--- config.mk ---
export PLATFORM = sky130hd
export DESIGN_NAME = stall_watch_timers
export DESIGN_NICKNAME = d
export VERILOG_FILES = /design/src/rtl/stw_pkg.sv /design/src/rtl/stw_prescaler.sv /design/src/rtl/stw_idle_counter.sv /design/src/rtl/stall_watch_timers.sv
export SDC_FILE = /design/constraint.sdc
export NUM_CORES = 1
export LEC_CHECK = 0
export ABC_AREA = 0
export BUFFER_PORTS_ARGS = -buffer_cell sky130_fd_sc_hd__buf_4
export CORE_ASPECT_RATIO = 1.25
export CORE_UTILIZATION = 53
export DETAILED_ROUTE_END_ITERATION = 8
export HOLD_SLACK_MARGIN = 0.06
export PLACE_DENSITY = 0.77
export SETUP_SLACK_MARGIN = 0.3
export SLEW_MARGIN = 10
export SYNTH_ARGS = -nofsm -noshare
export SYNTH_HDL_FRONTEND = slang
export SYNTH_SLANG_ARGS = --single-unit
--- constraint.sdc ---
create_clock -name clk -period 2.3 [get_ports clk]
set_input_delay 0.23 -clock clk [delete_from_list [all_inputs] [get_ports clk]]
set_output_delay 0.23 -clock clk [all_outputs]
set_load 0.02 [all_outputs]
--- src/rtl/stw_pkg.sv ---
package stw_pkg;
   localparam int unsigned NUM_CH = 2;

   typedef enum int unsigned {
      CH_MEM  = 0,
      CH_STRM = 1
   } stw_chan_e;

   function automatic int unsigned stw_clog2(input int unsigned v);
      int unsigned r;
      r = 0;
      while ((1 << r) < v) r++;
      return r;
   endfunction
endpackage

--- src/rtl/stw_prescaler.sv ---
module stw_prescaler #(
   parameter int unsigned DIV_W = 12
) (
   input  logic             clk,
   input  logic             rst_n,
   input  logic             en,
   input  logic [DIV_W-1:0] div,
   output logic             tick
);
   logic [DIV_W-1:0] phase_q;

   // Compare with >= so a lowered divider cannot strand the phase above it.
   assign tick = en && (phase_q >= div);

   always_ff @(posedge clk) begin
      if (!rst_n) begin
         phase_q <= '0;
      end else if (!en || tick) begin
         phase_q <= '0;
      end else begin
         phase_q <= phase_q + 1'b1;
      end
   end
endmodule

--- src/rtl/stw_idle_counter.sv ---
module stw_idle_counter #(
   parameter int unsigned CNT_W    = 12,
   parameter bit          SET_WINS = 1'b1
) (
   input  logic             clk,
   input  logic             rst_n,
   input  logic             run,
   input  logic             tick,
   input  logic             act,
   input  logic [CNT_W-1:0] limit,
   input  logic             clr,
   output logic             flag
);
   logic [CNT_W-1:0] idle_q;
   logic             expire;
   logic             flag_d;

   assign expire = run && tick && !act && (idle_q >= limit);

   always_ff @(posedge clk) begin
      if (!rst_n) begin
         idle_q <= '0;
      end else if (!run || act || expire) begin
         idle_q <= '0;
      end else if (tick) begin
         idle_q <= idle_q + 1'b1;
      end
   end

   generate
      if (SET_WINS) begin : g_set_wins
         assign flag_d = expire | (flag & ~clr);
      end else begin : g_clr_wins
         assign flag_d = ~clr & (flag | expire);
      end
   endgenerate

   always_ff @(posedge clk) begin
      if (!rst_n) flag <= 1'b0;
      else        flag <= flag_d;
   end
endmodule

--- src/rtl/stall_watch_timers.sv ---
module stall_watch_timers #(
   parameter int unsigned PRESC_W  = 12,
   parameter int unsigned LIMIT_W  = 12,
   parameter bit          SET_WINS = 1'b1
) (
   input  logic               clk,
   input  logic               rst_n,
   input  logic               tmr_en,
   input  logic [PRESC_W-1:0] presc_val,
   input  logic [LIMIT_W-1:0] limit_val,
   input  logic               mem_act,
   input  logic               strm_act,
   input  logic               flag_clr,
   output logic               mem_timeout,
   output logic               strm_timeout
);
   import stw_pkg::*;

   localparam logic [LIMIT_W-1:0] LIMIT_CODE = {LIMIT_W{1'b1}};

   generate
      if (PRESC_W < 1 || LIMIT_W < 2) begin : g_bad_width
         $error("stall_watch_timers: PRESC_W must be >=1 and LIMIT_W >=2");
      end
      if (NUM_CH != 2) begin : g_bad_ch
         $error("stall_watch_timers: exactly two channels are mapped to ports");
      end
   endgenerate

   logic              tick;
   logic              run;
   logic [NUM_CH-1:0] act_vec;
   logic [NUM_CH-1:0] flag_vec;

   assign run = tmr_en && (limit_val != LIMIT_CODE);

   assign act_vec[CH_MEM]  = mem_act;
   assign act_vec[CH_STRM] = strm_act;

   stw_prescaler #(.DIV_W(PRESC_W)) presc_i (
      .clk  (clk),
      .rst_n(rst_n),
      .en   (tmr_en),
      .div  (presc_val),
      .tick (tick)
   );

   generate
      for (genvar c = 0; c < NUM_CH; c++) begin : g_ch
         stw_idle_counter #(.CNT_W(LIMIT_W), .SET_WINS(SET_WINS)) cnt_i (
            .clk  (clk),
            .rst_n(rst_n),
            .run  (run),
            .tick (tick),
            .act  (act_vec[c]),
            .limit(limit_val),
            .clr  (flag_clr),
            .flag (flag_vec[c])
         );
      end
   endgenerate

   assign mem_timeout  = flag_vec[CH_MEM];
   assign strm_timeout = flag_vec[CH_STRM];
endmodule

==> metrics.md, run 1 <==
| Metric | Value |
|---|---|
| Synthesized cell area | 2680 sq um |
| Worst min path class | in -> reg |
| Most frequent cells in the layout | buf_4 (52), inv_1 (31), ha_1 (31) |
| Global route overflow | 0 |
| P_leak | 0.00159 uW |
| Detailed placer's ending HPWL | 4720 um |
| VDD IR max | 448 uV |
| Setup CP Type | reg -> reg |
| Post-Syn Nets | 389 |
| GRT Overall Usage | 0.249 |
| Post-route ant nets | 0 |
| Initial drt markers | 133 |
| First-pass GRT wire length | 10,100 um |
| Yosys cell types | 50 |
| Share of layout cells above drive strength 1 | 0.355 |
| CP Capture Type | flop |
| Syn Area/Cell | 8.36 sq um |
| Reg2reg end | g_ch[1].cnt_i.idle_q[8] |
| CP required | 2.53 ns |
| Final hold vios | 0 |
| Number of global-route vias before repair | 2,377 |
| Min Tclk post-route | 2.10 ns |
| Post-DP Area | 3030 sq um |
| I/O Pins | 32 |
| Starting Density | 0.558 |
| Layout area overhead | 37.4% |
| Worst EP arrival | 2.33 ns |
| Overall Power | 1250 uW |
| Total of max-cap violations | 0 |
| Slowest cell on crit path | or4_4 |
| # port buffers | 31 |
| Period utilisation layout | 0.915 |
| Post-synthesis compound-gate area fraction | 0.185 |
| Sequential area share after synthesis | 0.284 |
| Simple-gate share of the synthesized area | 0.232 |
| Worst path cell trace | ha_4 -> and4_4 -> o21ai_4 -> o221ai_4 -> a21oi_4 -> buf_12 -> or4_4 -> a21oi_2 |
| Setup TNS | 0 ns |
| Synth async-reset ratio | 0 |
| Pre-CTS setup slack | 0.0908 ns |
| Overall die area | 5340 sq um |
| Top FF cell, synth | dfxtp_1 |
| Pwr dens | 340 nW/um^2 |
| Worst Tran Pin Value | 0.520 ns |
| Root Buffer | clkbuf_8 |
| Hold endpoint | g_ch[1].cnt_i.flag |
| Post-synthesis adder-cell area fraction | 0.182 |
| Worst-Skew Late Latency | 0.29 ns |
| Synth Register Bits | 38 |
| Post-Synth XOR/XNOR Area | 0.0524 |
| RSZ-0062 raised after global routing | yes |
| Worst setup margin | 0.197 ns |
| DRC | 0 |
| Largest net degree at the start of global routing | 24 |
| Initial antenna violation count | 0 |
| Cells after Synth | 320 |
| Die extent in x | 65.6 um |
| CTS sink cnt | 38 |
| Antenna Cells | 0 |
| TritonRoute pass-1 iters | 4 |
| Hold-critical path depth | 3 |
| Clock skew | 0.00447 ns |
| Mux cell area share after synthesis | 0.00374 |
| Ys Warns | 0 |
| Sequential cell area | 793 sq um |
| Final setup viols | 0 |
| Status | completed |
| Via count | 2,648 |
| # hold bufs at CTS | 0 |
| Crit start category | flop |
| WL/cell | 16.7 um |
| H-tree depth | 2 |
| Critical Path Max Stage Delay | 0.48 ns |
| Critical Path Fanout Max | 7 |
| Cell area after layout | 3680 sq um |
| Clock Pin Slew Worst Setup and Hold Paths | 0.07 ns |
| Vias/cell | 5.98 |
| R2R depth | 8 |
| Relative slew slack | 0.648 |
| TritonCTS Buffers | 5 |
| Register-to-register setup slack | 0.20 ns |
| Max Transition Viols Final | 0 |
| Core ar. | 4800 sq um |
| Fill cells | 335 |
| Layout Nets | 452 |
| Hold Crit Start | flag_clr |
| EDFF count, synth | 0 |
| Die Y | 81.5 um |
| CTS Buffer Depth | 2 |
| Area of the multi-input gates | 2110 sq um |
| Fmax | 475 MHz |
| GPL Wtd Cong | 0.929 |
| Commonest non-fill, non-tap cell in the layout | buf_4 |
| Final Routed Wirelength | 7400 um |
| Main combinational cell family by area after synthesis | simple AND/OR/NAND/NOR gates |
| CTS tree | yes |
| FF-to-FF Start | presc_i.phase_q[7] |
| Rows | 28 |
timing repair:
item | CTS | global route
pin swaps | 9 | 32
endpoints found under the hold margin | 0 | 0
endpoints found under the setup margin | 36 | 37
gates cloned | 2 | 2
resized for setup | 23 | 63
setup buffers | 7 | 13
where the power goes:
group / switching [uW] / internal [uW] / total (uW)
logic: 80.1 / 77.3 / 157
registers: 1.16 / 653 / 655
clock network: 233 / 203 / 437
total: 315 / 934 / 1250
worst max path at each step:
stage,depth (start not counted),start,endpoint,slack [ns]
global placement,9,presc_val[2],g_ch[1].cnt_i.idle_q[2],0.14
floorplan,8,presc_i.phase_q[7],g_ch[0].cnt_i.idle_q[7],0.30
detailed placement,9,presc_val[2],g_ch[1].cnt_i.idle_q[2],0.09
finish,8,presc_i.phase_q[7],g_ch[1].cnt_i.idle_q[8],0.20
global route,9,presc_i.phase_q[7],g_ch[0].cnt_i.idle_q[6],0.13
CTS,7,g_ch[1].cnt_i.idle_q[2],g_ch[1].cnt_i.idle_q[5],0.22
worst max-delay path, delay by kind of cell (launching register included):
family,cells,cell delay [ns]
simple gates,2,0.71
compound gates,4,0.54
flops,1,0.36
fa+ha+maj,1,0.27
buf+inv,1,0.15
layer usage:
layer	up-vias	GRT usage	wire length, um
li1	1289	-	-
met1	1260	0.261	2940
met2	82	0.487	4020
met3	17	0.0431	288
met4	0	0.0957	160
met5	-	0	0
registers in the layout (all words and copies together) (netlist names):
signal / flops
g_ch.cnt_i.flag: 2
g_ch.cnt_i.idle_q: 24
presc_i.phase_q: 12
final cells by class:
class                           count  share of cell area
Clock buffer                        5              0.0187
Clock inverter                      2             0.00272
Inverter                           31              0.0316
Multi-Input combinational cell    247               0.573
Sequential cell                    38               0.216
Tap cell                           60              0.0204
Timing Repair Buffer               60               0.138
logic make-up (layout without fill, tap and decap cells):
logic type                 Yosys count  in the layout
DFF                                 38             38
and+or+nand+nor                    118            119
muxes                                1              1
xor gates and xnor gates            16             16
AOI/OAI and AO/OA                   71             72
buffers and inverters               37             98
adders and majority gates           39             39
cells in the mapped netlist (3+ instances only):
library cell | count | area share
ha_1 | 39 | 0.18
dfxtp_1 | 38 | 0.28
inv_1 | 31 | 0.043
nand2_1 | 26 | 0.036
nor2_1 | 25 | 0.035
a21oi_1 | 22 | 0.041
nand3_1 | 13 | 0.024
nand4_1 | 11 | 0.026
xnor2_1 | 9 | 0.029
o21ai_1 | 7 | 0.013
xor2_1 | 7 | 0.023
a21o_1 | 6 | 0.017
and3_1 | 6 | 0.014
o31ai_1 | 6 | 0.017
or3_1 | 6 | 0.014
o21ai_0 | 5 | 0.0093
a211o_1 | 4 | 0.013
and4_1 | 4 | 0.013
nor3_1 | 4 | 0.0075
or4_1 | 4 | 0.011
and2_1 | 3 | 0.0070
buf_2 | 3 | 0.0056
nand2b_1 | 3 | 0.0070
o21a_1 | 3 | 0.0084
o21ba_1 | 3 | 0.011
through the flow:
step                 util  hold WS (ns)  instances
global route        0.766         0.237        443
CTS                 0.683         0.213        428
floorplan               -         0.352        320
finish              0.766         0.209        443
global placement    0.631         0.456        412
detailed placement  0.631         0.460        412
Power figures use the tool's default switching activity.
==> inputs of run 2 (changes only) <==
Settings changed: CORE_MARGIN set to 2.
==> run 2 against run 1 <==
Compared with the run above: hold slack improved by 0.038 ns; first-iteration DRC count rose by 41%; cell area grew 5.5%; sequential share of layout area down 1.0 points; routed wire length up 21%; non-clock buffer count increased by 6; clock skew rose by 0.0034 ns.
==> metrics.md, run 2 (same netlist as run 1, synthesis figures left out) <==
| Metric | Value |
|---|---|
| Via count | 2,840 |
| WL met2 | 4690 um |
| Critical path's most frequent cell | buf_6 |
| Vias/cell | 6.33 |
| Worst-Skew Late Latency | 0.29 ns |
| Post-route ant nets | 0 |
| TritonRoute pass-1 iters | 4 |
| TritonCTS Buffers | 5 |
| Worst min path class | in -> reg |
| RSZ-0062 raised after global routing | yes |
| Status | completed |
| First-pass GRT wire length | 11,900 um |
| Initial drt markers | 187 |
| Rows | 28 |
| Period utilisation layout | 0.931 |
| Largest net degree at the start of global routing | 13 |
| Clock skew | 0.00790 ns |
| Detailed placer's ending HPWL | 4770 um |
| Setup CP Type | reg -> reg |
| Min Tclk post-route | 2.14 ns |
| GPL Wtd Cong | 0.872 |
| Layout area overhead | 44.9% |
| H-tree depth | 2 |
| CP required | 2.48 ns |
| CTS tree | yes |
| Max Transition Viols Final | 0 |
| Hold Slack | 0.247 ns |
| CTS sink cnt | 38 |
| Critical path depth | 10 |
| Top Registers | g_ch.cnt_i.idle_q x24, presc_i.phase_q x12, g_ch.cnt_i.flag x2 |
| CP Capture Type | flop |
| Fill cells | 279 |
| Total of max-cap violations | 0 |
| CTS Buffer Depth | 2 |
| Root Buffer | clkbuf_8 |
| Worst setup margin | 0.160 ns |
| GRT Overall Usage | 0.279 |
| Overall die area | 5640 sq um |
| Share of layout cells above drive strength 1 | 0.406 |
| Buffers and inverters on the worst path | 3 |
| P_leak | 0.00166 uW |
| Biggest register | g_ch.cnt_i.idle_q |
| # hold bufs at CTS | 0 |
| DRC | 0 |
| Worst Tran Pin Value | 0.381 ns |
| I/O Pins | 32 |
| Top layer in use | met4 |
| Antenna Cells | 0 |
| Pre-CTS setup slack | 0.0857 ns |
| Starting Density | 0.558 |
| Most frequent cells in the layout | buf_4 (53), inv_1 (30), ha_1 (28) |
| Die Y | 83.5 um |
| Overall Power | 1320 uW |
| Final setup viols | 0 |
| Number of global-route vias before repair | 2,671 |
| Pwr dens | 340 nW/um^2 |
| VDD IR max | 461 uV |
| R2R depth | 10 |
| Hold-critical path depth | 4 |
| Slowest cell on crit path | or3_1 |
| Setup TNS | 0 ns |
| Critical Path Fanout Max | 4 |
| Crit start category | flop |
| Fmax | 467 MHz |
| Commonest non-fill, non-tap cell in the layout | buf_4 |
| # port buffers | 31 |
| M1 WL | 3290 um |
| Die extent in x | 67.6 um |
| Metal3 WL | 493 um |
| Final core occ | 0.808 |
| Max reg flops | 24 |
| Final hold vios | 0 |
| Layout Nets | 457 |
| Worst path cell trace | inv_2 -> ha_4 -> nand2b_4 -> a31oi_4 -> buf_6 -> o221a_4 -> o21ai_4 -> buf_6 -> nor3b_2 -> or3_1 |
| Initial antenna violation count | 0 |
| Worst EP arrival | 2.32 ns |
| Clock Pin Slew Worst Setup and Hold Paths | 0.08 ns |
| Family with the most delay on the worst path | compound AO/OA/AOI/OAI gates |
| Global route overflow | 0 |
| Critical Path Max Stage Delay | 0.36 ns |
| Final Routed Wirelength | 8990 um |
| WL/cell | 20.0 um |
| Core ar. | 4800 sq um |
| Relative slew slack | 0.746 |
[run 2: cell types whose count changed in the layout (fill, tap and decap cells not counted), moves of 3 or more]
cell and change:
nor2_2 +8, nor2_1 -8, ha_1 -3, ha_4 +4
[run 2: what timing repair did]
action,in CTS,in global routing
setup endpoints to repair,36,37
resized for setup,35,70
pin swaps,38,23
cloned,4,1
buffers inserted,14,8
[run 2: worst paths after layout]
check,start,endpoint,slack [ns]
worst min-delay path,strm_act,g_ch[1].cnt_i.flag,0.25
worst max register to register,presc_i.phase_q[0],g_ch[1].cnt_i.idle_q[2],0.16
worst max-delay path,presc_i.phase_q[0],g_ch[1].cnt_i.idle_q[2],0.16
worst min register to register,g_ch[0].cnt_i.idle_q[7],g_ch[0].cnt_i.idle_q[7],0.50
[run 2: where the power goes]
group | total (uW) | internal [uW] | switching [uW] | leakage [uW]
registers | 654 | 652 | 1.60 | 0.000317
logic | 180 | 87.6 | 92.1 | 0.00129
clock network | 485 | 242 | 242 | 0.0000482
[run 2: per-layer routing]
layer  up-vias  GRT usage
met5         -          0
met4         0      0.184
met3        56     0.0526
met2       139      0.493
met1      1353      0.285
li1       1292          -
[run 2: stage by stage]
| stage | cells | instance area (sq um) |
|---|---|---|
| after floorplan | 320 | 2700 |
| after global placement | 414 | 3040 |
| after detailed placement | 414 | 3040 |
| after CTS | 440 | 3490 |
| after global routing | 449 | 3880 |
| final | 449 | 3880 |
[run 2: tightest hold or removal path, stage by stage]
cell     delay, ns
buf_4         0.08
nor2_1        0.04
nand4_1       0.09
nand2_1       0.05
[run 2: area by class of cell]
class,count,area (sq um),share of cell area
inverters,31,116,0.0300
clock buffers,7,86.3,0.0223
clock inverters,1,5.00,0.00129
well taps,60,75.1,0.0194
multi-input cells,246,2180,0.563
flip-flops and latches,38,797,0.205
repair buffers,66,617,0.159
